File: src/rtl/timer16_pkg.sv
package timer16_pkg;

    localparam int BYTE_W    = 8;
    localparam int CNT_BYTES = 2;
    localparam int CNT_W     = BYTE_W * CNT_BYTES;
    localparam int ADDR_W    = 2;
    localparam int PS_SEL_W  = 2;

    localparam logic [ADDR_W-1:0] ADDR_CTRL   = 2'd0;
    localparam logic [ADDR_W-1:0] ADDR_CNT_LO = 2'd1;
    localparam logic [ADDR_W-1:0] ADDR_CNT_HI = 2'd2;
    localparam logic [ADDR_W-1:0] ADDR_FLAG   = 2'd3;

    typedef struct packed {
        logic [1:0]          pad;      // bits 7:6, never stored
        logic                gate_en;  // bit 5
        logic [PS_SEL_W-1:0] ps_sel;   // bits 4:3
        logic                sync_en;  // bit 2
        logic                ext_sel;  // bit 1
        logic                run;      // bit 0
    } ctrl_t;

endpackage

File: src/rtl/t16_clk_src.sv
module t16_clk_src #(
    parameter int SYNC_STAGES = 2
) (
    input  logic clk,
    input  logic rst_n,
    input  logic ext_clk,
    input  logic sync_en,
    output logic ext_edge
);

    typedef struct packed {
        logic [SYNC_STAGES:0] chain;
        logic                 raw_prev;
    } src_state_t;

    src_state_t st_d, st_q;

    always_comb begin
        st_d          = st_q;
        st_d.chain    = {st_q.chain[SYNC_STAGES-1:0], ext_clk};
        st_d.raw_prev = ext_clk;
        if (sync_en) begin
            ext_edge = st_q.chain[SYNC_STAGES-1] & ~st_q.chain[SYNC_STAGES];
        end else begin
            ext_edge = ext_clk & ~st_q.raw_prev;
        end
    end

    always_ff @(posedge clk or negedge rst_n) begin
        if (!rst_n) begin
            st_q <= '0;
        end else begin
            st_q <= st_d;
        end
    end

endmodule

File: src/rtl/t16_prescaler.sv
module t16_prescaler #(
    parameter int SEL_W = 2
) (
    input  logic             clk,
    input  logic             rst_n,
    input  logic             clear,
    input  logic             tick,
    input  logic [SEL_W-1:0] sel,
    output logic             step
);

    localparam int MAX_SHIFT = (1 << SEL_W) - 1;
    localparam int DIV_W     = (MAX_SHIFT > 0) ? MAX_SHIFT : 1;

    typedef struct packed {
        logic [DIV_W-1:0] div;
    } ps_state_t;

    ps_state_t st_d, st_q;
    logic [DIV_W-1:0] limit;
    logic             at_limit;

    always_comb begin
        st_d     = st_q;
        limit    = ~({DIV_W{1'b1}} << sel);
        at_limit = ((st_q.div & limit) == limit);
        step     = tick & at_limit;
        if (clear) begin
            st_d.div = '0;
        end else if (tick) begin
            st_d.div = at_limit ? '0 : ((st_q.div + 1'b1) & limit);
        end
    end

    always_ff @(posedge clk or negedge rst_n) begin
        if (!rst_n) begin
            st_q <= '0;
        end else begin
            st_q <= st_d;
        end
    end

endmodule

File: src/rtl/t16_counter.sv
module t16_counter #(
    parameter int BYTE_W = 8,
    parameter int NBYTES = 2
) (
    input  logic                     clk,
    input  logic                     rst_n,
    input  logic [NBYTES-1:0]        lane_wr,
    input  logic [BYTE_W-1:0]        wdata,
    input  logic                     step,
    output logic [BYTE_W*NBYTES-1:0] count,
    output logic                     wrap
);

    localparam int CNT_W = BYTE_W * NBYTES;

    typedef struct packed {
        logic [CNT_W-1:0] cnt;
    } cnt_state_t;

    cnt_state_t       st_d, st_q;
    logic             any_wr;
    logic [CNT_W-1:0] base;
    logic [CNT_W-1:0] merged;

    assign any_wr = |lane_wr;

    always_comb begin
        if (!any_wr && step) begin
            base = st_q.cnt + 1'b1;
        end else begin
            base = st_q.cnt;
        end
    end

    for (genvar i = 0; i < NBYTES; i++) begin : g_lane
        assign merged[i*BYTE_W +: BYTE_W] =
            lane_wr[i] ? wdata : base[i*BYTE_W +: BYTE_W];
    end

    always_comb begin
        st_d     = st_q;
        st_d.cnt = merged;
        wrap     = step & ~any_wr & (&st_q.cnt);
    end

    always_ff @(posedge clk or negedge rst_n) begin
        if (!rst_n) begin
            st_q <= '0;
        end else begin
            st_q <= st_d;
        end
    end

    assign count = st_q.cnt;

endmodule

File: src/rtl/gated_timer16.sv
module gated_timer16
    import timer16_pkg::*;
#(
    parameter int SYNC_STAGES = 2
) (
    input  logic              clk,
    input  logic              rst_n,
    input  logic [ADDR_W-1:0] reg_addr,
    input  logic              reg_wr,
    input  logic [BYTE_W-1:0] reg_wdata,
    output logic [BYTE_W-1:0] reg_rdata,
    input  logic              ext_clk,
    input  logic              gate_in,
    output logic              ovf_flag
);

    typedef struct packed {
        ctrl_t ctrl;
        logic  flag;
    } top_state_t;

    top_state_t           st_d, st_q;
    ctrl_t                ctrl_q;
    logic                 flag_q;
    logic [CNT_BYTES-1:0] lane_wr;
    logic                 cnt_wr;
    logic                 ext_edge;
    logic                 src_tick;
    logic                 gate_open;
    logic                 tick;
    logic                 step;
    logic                 wrap;
    logic [CNT_W-1:0]     count;

    assign ctrl_q = st_q.ctrl;
    assign flag_q = st_q.flag;

    always_comb begin
        for (int i = 0; i < CNT_BYTES; i++) begin
            lane_wr[i] = reg_wr && (reg_addr == ADDR_CNT_LO + ADDR_W'(i));
        end
        cnt_wr    = |lane_wr;
        gate_open = ~(ctrl_q.gate_en & gate_in);
        src_tick  = ctrl_q.ext_sel ? ext_edge : 1'b1;
        tick      = ctrl_q.run & gate_open & src_tick;
    end

    t16_clk_src #(
        .SYNC_STAGES(SYNC_STAGES)
    ) u_src (
        .clk     (clk),
        .rst_n   (rst_n),
        .ext_clk (ext_clk),
        .sync_en (ctrl_q.sync_en),
        .ext_edge(ext_edge)
    );

    t16_prescaler #(
        .SEL_W(PS_SEL_W)
    ) u_ps (
        .clk  (clk),
        .rst_n(rst_n),
        .clear(cnt_wr),
        .tick (tick),
        .sel  (ctrl_q.ps_sel),
        .step (step)
    );

    t16_counter #(
        .BYTE_W(BYTE_W),
        .NBYTES(CNT_BYTES)
    ) u_cnt (
        .clk    (clk),
        .rst_n  (rst_n),
        .lane_wr(lane_wr),
        .wdata  (reg_wdata),
        .step   (step),
        .count  (count),
        .wrap   (wrap)
    );

    always_comb begin
        st_d = st_q;
        if (reg_wr && reg_addr == ADDR_CTRL) begin
            st_d.ctrl     = ctrl_t'(reg_wdata);
            st_d.ctrl.pad = '0;
        end
        if (reg_wr && reg_addr == ADDR_FLAG && !reg_wdata[0]) begin
            st_d.flag = 1'b0;
        end
        if (wrap) begin
            st_d.flag = 1'b1;
        end
    end

    always_ff @(posedge clk or negedge rst_n) begin
        if (!rst_n) begin
            st_q <= '0;
        end else begin
            st_q <= st_d;
        end
    end

    always_comb begin
        reg_rdata = '0;
        case (reg_addr)
            ADDR_CTRL:   reg_rdata = ctrl_q;
            ADDR_FLAG:   reg_rdata = {{(BYTE_W-1){1'b0}}, flag_q};
            default: begin
                for (int i = 0; i < CNT_BYTES; i++) begin
                    if (reg_addr == ADDR_CNT_LO + ADDR_W'(i)) begin
                        reg_rdata = count[i*BYTE_W +: BYTE_W];
                    end
                end
            end
        endcase
    end

    assign ovf_flag = flag_q;

endmodule

File: config.mk
export PLATFORM = sky130hd
export DESIGN_NAME = gated_timer16
export DESIGN_NICKNAME = d
export VERILOG_FILES = /design/src/rtl/timer16_pkg.sv /design/src/rtl/t16_clk_src.sv /design/src/rtl/t16_prescaler.sv /design/src/rtl/t16_counter.sv /design/src/rtl/gated_timer16.sv
export SDC_FILE = /design/constraint.sdc
export NUM_CORES = 1
export LEC_CHECK = 0
export BUFFER_PORTS_ARGS = -buffer_cell sky130_fd_sc_hd__buf_2
export CAP_MARGIN = 20
export CORE_ASPECT_RATIO = 1.5
export CORE_MARGIN = 4
export CORE_UTILIZATION = 50
export CTS_CLUSTER_SIZE = 16
export DETAILED_ROUTE_END_ITERATION = 6
export PLACE_DENSITY = 0.71
export SLEW_MARGIN = 10
export SYNTH_ARGS = -nofsm -noshare
export SYNTH_HDL_FRONTEND = slang
export SYNTH_SLANG_ARGS = --single-unit
File: constraint.sdc
create_clock -name clk -period 3.1 [get_ports clk]
set_input_delay 0.62 -clock clk [delete_from_list [all_inputs] [get_ports clk]]
set_output_delay 0.62 -clock clk [all_outputs]
set_load 0.02 [all_outputs]
==> results of run 1 <==
cell type report:
cell class                 count  area (um2)  share of cell area [%]
clock buffer                   7        86.3                    4.14
tap                           42        52.6                    2.52
multi-input combinational    176        1060                    50.8
timing repair buffer          26         138                    6.61
sequential                    29         726                    34.8
inverter                       6        22.5                    1.08
synth_stat cells, drive strengths merged (4+ instances only):
cell,n
o21ai,14
nand2,34
and2,4
or3,4
a31oi,11
inv,6
a22o,4
nor2,20
dfrtp,29
a21oi,10
mux2,6
clkbuf,6
nor2b,5
o31ai,10
nand3,12
or4,9
ha,6
through the flow:
stage	util, %	instance area, um2	hold WS, ns	setup WS [ns]	power, W
floorplan	-	1860	0.324	0.450	0.000815
CTS	59.8	2080	0.386	0.576	0.00126
finish	59.8	2080	0.376	0.567	0.00126
global placement	57.4	2000	0.366	0.336	0.000936
global route	59.8	2080	0.401	0.481	0.00135
detailed placement	57.4	2000	0.373	0.281	0.000946
where the power goes:
part           leakage (nW)  internal [W]  switching (W)  total [W]
clock network        0.0443      0.000176       0.000137   0.000313
registers             0.335      0.000455       0.000101   0.000556
logic                 0.505      0.000154       0.000236   0.000390
total                 0.884      0.000785       0.000474    0.00126
final timing paths:
path,startpoint,to,slack (ns),depth (start not counted)
min,rst_n,u_src.st_d[2],0.38,1
max,reg_addr[0],u_cnt.count[13],0.57,8
max in group asynchronous,rst_n,ctrl_q[3],2.29,1
max reg2reg,ctrl_q[4],u_cnt.count[13],0.86,5
min in group clk,u_src.st_d[3],u_src.st_q[3],0.38,0
min reg2reg,u_src.st_d[3],u_src.st_q[3],0.38,0
cells by family after synthesis:
| family | Yosys count |
|---|---|
| compound gates | 61 |
| xor+xnor | 1 |
| fa+ha+maj | 6 |
| buf+inv | 15 |
| flops | 29 |
| mux | 7 |
| simple gates | 101 |
state kept, by name, indices dropped and copies added (netlist names):
name / flops
u_src.st_q: 1
u_cnt.count: 16
ovf_flag: 1
u_src.st_d: 2
ctrl_q: 6
u_ps.st_q: 3
layer usage:
| metal | part of all wire [%] | wire length (um) | GRT usage (%) | up-vias |
|---|---|---|---|---|
| met5 | 0 | 0 | 0 | - |
| met4 | 3.7 | 189 | 13.0 | 0 |
| met3 | 4.1 | 209 | 3.89 | 14 |
| met2 | 51 | 2580 | 41.7 | 55 |
| met1 | 41 | 2070 | 27.2 | 857 |
| li1 | - | - | - | 848 |
worst max-delay path: stages:
cell and delay (ns):
buf_2 0.11, inv_1 0.06, ha_1 0.22, o21a_4 0.24
a21o_1 0.17, or4_4 0.60, or4_1 0.53, a31oi_1 0.17
==> results.cfg, run 1 <==
[clocking]
cts_buffer_depth = 2
cts_max_level = 2
cts_setup_buffers = 0
clkSinkCount = 29
clk_latency_ns = 0.28
post_cts_resized = 0
cts_tree = done
root_buffer = clkbuf_8
numCtsBuffers = 5
ctsHoldBuffers = 0
path_clk_slew_ns = 0.06

[logic_synthesis]
synthTopCellsByArea = dfrtp_1, nand2_1, ha_1
synth_edf_count = 0
syn_inst = 220
ys_warn_count = 0
synth_compound_area_share_pct = 21.5
syn_nets = 241
synth-main-ff-cell = dfrtp_1
synth_top_family_by_area = simple AND/OR/NAND/NOR gates
synth_mux_area_share_pct = 4.17
synth-seq-cells = 29
yosys.area.top_type_share_pct = 39.0
yosysSeqAreaShare_pct = 39.0
yosys.cell_types.count = 40
synth_fa_ha_area_share_pct = 4.04
ys_async_sr_fraction_pct = 100
yosysTopAreaCell = dfrtp_1
yosys.area_share.simple_pct = 26.7
synthXorXnorAreaFrac_pct = 0.471
synth_area_um2 = 1860
syn_area_per_cell_um2 = 8.45

[placed_design]
dp_hpwl_mm = 3.74
portBuffers = 23
placed_cells = 279
place.gp.congestion = 0.877

[timing]
tns_ns = 0
clock_skew_ns = 0.00463
tightest_slew_ns = 0.675
period_needed_ns = 2.53
hold_violations = 0
report.final.slew_viol_count = 0
fmax_ghz = 0.395
relSlewSlack_pct = 55.0
fin_crit_sh_pct = 81.7
setup_violations = 0
rsz0062_at_grt = no

[layout]
drive_gt1_share_pct = 16.8
final_nets = 265
fillers = 315
area_growth_pct = 12.0
layout_common_cells = nand2_1, dfrtp_1, buf_2
diodes = 0
final_common_cell = nand2_1
fin_cells = 286

[setup_path]
arrival_ns = 2.73
cp_max_fo = 13
worst_setup_path_end_kind = register
crit_path_start_kind = primary input
required_ns = 3.30
path_class = primary input to register

[status]
status = complete, no violations

[detailed_routing]
drt_iter0_drc = 90
drt-vias-per-instance = 6.20
vias = 1774
ant_nets = 0
wirelength_mm = 5.04
drc = 0
drt-pass1-iter-count = 4
wire_per_inst_um = 17.6

[global_route]
grt_pass1_wl_mm = 8.50
grt_use_total_pct = 23.8
grt_max_degree = 30
antenna_found_initial = 0
grt_pass1_vias = 1761
grt-ovfl-total = 0

[flow_run]
max-cap-violations = 0

[die]
die_area_um2 = 4780
io_pins = 24
num_rows = 26
die_h_um = 82.7
die_w_um = 57.8
start_util_pct = 53.4
core_area_um2 = 3480

[min_path]
hold_class = primary input to async pin

[power]
cellPowerDensity_nw_per_um2 = 604
vdd_drop_max_uv = 366
cellLeakagePower_nw = 0.884
Power figures use the tool's default switching activity.
==> run 2, diff against run 1 <==
PLACE_DENSITY = 0.73   (was 0.71)
clock period = 2.21 ns   (was 3.1 ns; I/O delays follow)
==> run 2 against run 1 <==
  * Clock skew grew 0.0054 ns
  * Final area is 8.3% higher
  * Count of clock-buffer cells in the layout is the same
  * Total power increased by 55%
==> results.cfg, run 2 (synthesis gave the netlist of run 1 again) <==
[status]
status = complete, no violations

[placed_design]
placed_cells = 291
dp_hpwl_mm = 3.85
portBuffers = 23
place.gp.congestion = 0.875
pre_cts_ws_ns = -0.244
placed_area_um2 = 2140

[detailed_routing]
drt_iter0_drc = 92
drc = 0
wire_per_inst_um = 16.9
ant_nets = 0
wirelength_mm = 5.04
drt-vias-per-instance = 6.14
drt-pass1-iter-count = 4
vias = 1837

[setup_path]
required_ns = 2.42
path_class = primary input to register
crit_path_start_kind = primary input
cp_max_fo = 8
worst_setup_path_end_kind = register
arrival_ns = 2.34
r2r_slack_ns = 0.18

[timing]
hold_violations = 0
whs_ns = 0.186
relSlewSlack_pct = 54.3
clock_skew_ns = 0.0100
fmax_ghz = 0.469
tightest_slew_ns = 0.686
period_needed_ns = 2.13
layout_setup_ws_ns = 0.0794
report.final.slew_viol_count = 0
fin_crit_sh_pct = 96.4
rsz0062_at_grt = no
setup_violations = 0

[clocking]
cts_tree = done
numCtsBuffers = 5
cts_buffer_depth = 2
clkSinkCount = 29
cts_max_level = 2
root_buffer = clkbuf_8
path_clk_slew_ns = 0.07
clk_latency_ns = 0.29

[min_path]
hold_class = primary input to async pin

[power]
p_comb_share_pct = 30.8
clkPwrFrac_pct = 29.8
cellLeakagePower_nw = 0.962
vdd_drop_max_uv = 532
p_switching_w = 0.000694
switching_share_pct = 35.6
pwr-share-seq_pct = 39.4
intPower_w = 0.00126
cellPowerDensity_nw_per_um2 = 865

[layout]
postLayoutCoreUtil_pct = 64.8
layout_common_cells = nand2_1, dfrtp_1, buf_2
largest_reg_flops = 16
area_growth_pct = 21.3
final_nets = 277
fin_cells = 299
seqCellArea_um2 = 726
final_common_cell = nand2_1
multi_input_area_um2 = 1080
fin_area_um2 = 2260
drive_gt1_share_pct = 22.6
diodes = 0
fillers = 320

[global_route]
grt_max_degree = 30
grt_pass1_vias = 1800
grt-ovfl-total = 0
grt_use_total_pct = 23.8
grt_pass1_wl_mm = 8.52
antenna_found_initial = 0

[die]
die_h_um = 82.7
die_area_um2 = 4780
die_w_um = 57.8
start_util_pct = 53.4
io_pins = 24
num_rows = 26
core_area_um2 = 3480

[flow_run]
max-cap-violations = 0
-- run 2: changes by cell type in the layout (fill, tap and decap cells not counted), sizes merged --
| cell | change |
|---|---|
| buf | +11 |
| bufinv | +1 |
| clkbuf | +1 |
-- run 2: cell type report --
cell class	count	share of cell area (%)
Inverter	6	1.55
Multi-Input combinational cell	176	48.0
Sequential cell	29	32.2
Clock buffer	7	3.83
Timing Repair Buffer	38	10.8
Tap cell	42	2.33
Clock inverter	1	1.33
-- run 2: power groups by stage --
stage                     clock network, W  registers [W]  logic [W]
after floorplan                          0       0.000740   0.000409
after global placement                   0       0.000773   0.000585
after detailed placement                 0       0.000776   0.000597
after CTS                         0.000589       0.000768   0.000601
after global routing              0.000616       0.000788   0.000673
final                             0.000581       0.000769   0.000602
-- run 2: what timing repair did --
item / CTS / global route
buffers inserted: 0 / 0
hold buffers: 0 / 0
gates resized for setup: 0 / 1
setup endpoints to repair: 0 / 6
-- run 2: per-stage QoR --
step           TNS, ns  power [W]
6_report             0    0.00195
5_1_grt              0    0.00208
4_1_cts              0    0.00196
3_5_place_dp     -1.91    0.00137
3_3_place_gp     -1.62    0.00136
2_1_floorplan  -0.0133    0.00115
-- run 2: worst paths after layout --
path / start / to / cells after the start
max: reg_addr[1] / u_cnt.count[11] / 8
min: rst_n / u_cnt.count[0] / 1
max reg2reg: ctrl_q[4] / u_cnt.count[11] / 5
min reg2reg: u_src.st_d[3] / u_src.st_q[3] / 0
max in group asynchronous: rst_n / u_cnt.count[12] / 1
min in group clk: ext_clk / u_src.st_d[2] / 1
-- run 2: per-layer routing --
metal  up-vias  share of wire (%)  global-route usage, %
li1        874                  -                      -
met1       875                 41                   27.4
met2        68                 50                   41.5
met3        20                5.9                   4.35
met4         0                3.9                   12.8
met5         -                  0                      0
-- run 2: worst max-delay path, cell delays in order --
cell and delay (ns):
clkbuf_4 0.19, inv_12 0.03, ha_4 0.15, o21a_4 0.21
a21o_1 0.18, or4_4 0.49, or4_1 0.49, a31oi_1 0.16
==> run 3, diff against run 2 <==
CORE_MARGIN = default   (was 4)
==> run 3 against run 2 <==
  * Non-clock buffer count up 6
  * Hold slack worse by 0.0029 ns
  * Final cell count up 2.0%
  * Flip-flop and latch count unchanged
  * Register-to-register slack about the same
  * Die area down 17%
  * Critical endpoint unchanged
==> results.cfg, run 3 (synthesis gave the netlist of run 1 again) <==
[detailed_routing]
wirelength_mm = 5.18
wire_per_inst_um = 17.0
drt_iter0_drc = 96
drt-pass1-iter-count = 4
drc = 0
drt-vias-per-instance = 6.11
ant_nets = 0
vias = 1864

[timing]
fin_crit_sh_pct = 96.6
report.final.slew_viol_count = 0
relSlewSlack_pct = 55.1
period_needed_ns = 2.13
hold_violations = 0
fmax_ghz = 0.468
tightest_slew_ns = 0.673
tns_ns = 0
setup_violations = 0
rsz0062_at_grt = no
clock_skew_ns = 0.00648

[die]
num_rows = 26
core_area_um2 = 3480
die_area_um2 = 3970
die_w_um = 51.8
die_h_um = 76.7
start_util_pct = 53.4
io_pins = 24

[setup_path]
cp_slowest_cell = or4_4
cp_max_fo = 8
crit_path_start_kind = primary input
worst_setup_path_end_kind = register
slowest_delay_ns = 0.58
path_class = primary input to register
arrival_ns = 2.34
cp_common_cell = or4_4
required_ns = 2.41
cp_cell_sequence = buf_6 > inv_12 > ha_4 > o21a_4 > a21o_1 > or4_4 > or4_4 > a31oi_1

[clocking]
ctsHoldBuffers = 0
numCtsBuffers = 5
cts_max_level = 2
cts_setup_buffers = 0
cts_tree = done
clk_latency_ns = 0.29
path_clk_slew_ns = 0.07
cts_buffer_depth = 2
root_buffer = clkbuf_8
clkSinkCount = 29

[power]
p_total_w = 0.00185
vdd_drop_max_uv = 567
cellPowerDensity_nw_per_um2 = 809
cellLeakagePower_nw = 0.983

[global_route]
grt_pass1_wl_mm = 8.83
grt-ovfl-total = 0
antenna_found_initial = 0
grt_max_degree = 30
grt_use_total_pct = 30.3
grt_pass1_vias = 1901

[layout]
final_common_cell = nand2_1
fin_cells = 305
drive_gt1_share_pct = 25.5
layout_common_cells = nand2_1, dfrtp_1, buf_2, buf_4, nor2_1
area_growth_pct = 23.0
diodes = 0
postLayoutCoreUtil_pct = 65.7
final_nets = 283
largest_reg_flops = 16

[placed_design]
place.gp.congestion = 0.870
placed_cells = 297
dp_hpwl_mm = 3.88
portBuffers = 23

[status]
status = complete, no violations

[flow_run]
max-cap-violations = 0

[min_path]
hold_class = primary input to async pin
[run 3: final cells by class]
type / count / area [um2]
inverters: 6 / 35.0
well taps: 42 / 52.6
repair buffers: 44 / 294
fillers: 305 / 1190
clock inverters: 3 / 17.5
clock buffers: 5 / 68.8
flip-flops and latches: 29 / 726
multi-input cells: 176 / 1090
[run 3: routing by layer]
layer | global-route usage, % | share of wire [%] | vias to the layer above | wire length, um
met5 | 0 | 0 | - | 0
met4 | 16.2 | 3.7 | 0 | 193
met3 | 5.36 | 5.1 | 17 | 264
met2 | 51.2 | 51 | 71 | 2650
met1 | 35.1 | 40 | 882 | 2070
li1 | - | - | 894 | -
[run 3: final timing paths]
kind,cells past startpoint,end,slack (ns),start
max,8,u_cnt.count[11],0.08,reg_addr[1]
min,1,u_cnt.count[5],0.18,rst_n
max reg2reg,5,u_cnt.count[11],0.18,ctrl_q[4]
min reg2reg,0,u_src.st_q[3],0.38,u_src.st_d[3]
max in group asynchronous,1,u_cnt.count[3],1.58,rst_n
min in group clk,1,u_src.st_d[2],0.27,ext_clk
[run 3: worst max-delay path: cells and delay by family]
| family | cells | cell delay [ns] |
|---|---|---|
| fa+ha+maj | 1 | 0.15 |
| buf+inv | 2 | 0.15 |
| simple gates | 2 | 1.07 |
| compound gates | 3 | 0.52 |
[run 3: power breakdown]
group          switching (W)  internal (W)  leakage, nW  total [W]
logic               0.000378      0.000277        0.604   0.000655
registers           0.000124      0.000638        0.335   0.000762
clock network       0.000216      0.000217       0.0439   0.000433
[run 3: timing repair]
| item | in CTS | in global routing |
|---|---|---|
| gates resized for setup | 0 | 6 |
| endpoints found under the setup margin | 0 | 4 |
| hold endpoints to repair | 0 | 0 |
[run 3: per-stage QoR]
stage	setup slack (ns)	area (um2)	hold WS, ns
6_report	0.0751	2290	0.184
5_1_grt	0.0140	2290	0.233
3_3_place_gp	-0.214	2180	0.362
3_5_place_dp	-0.239	2180	0.371
2_1_floorplan	-0.0133	1900	0.146
4_1_cts	0.0470	2270	0.206
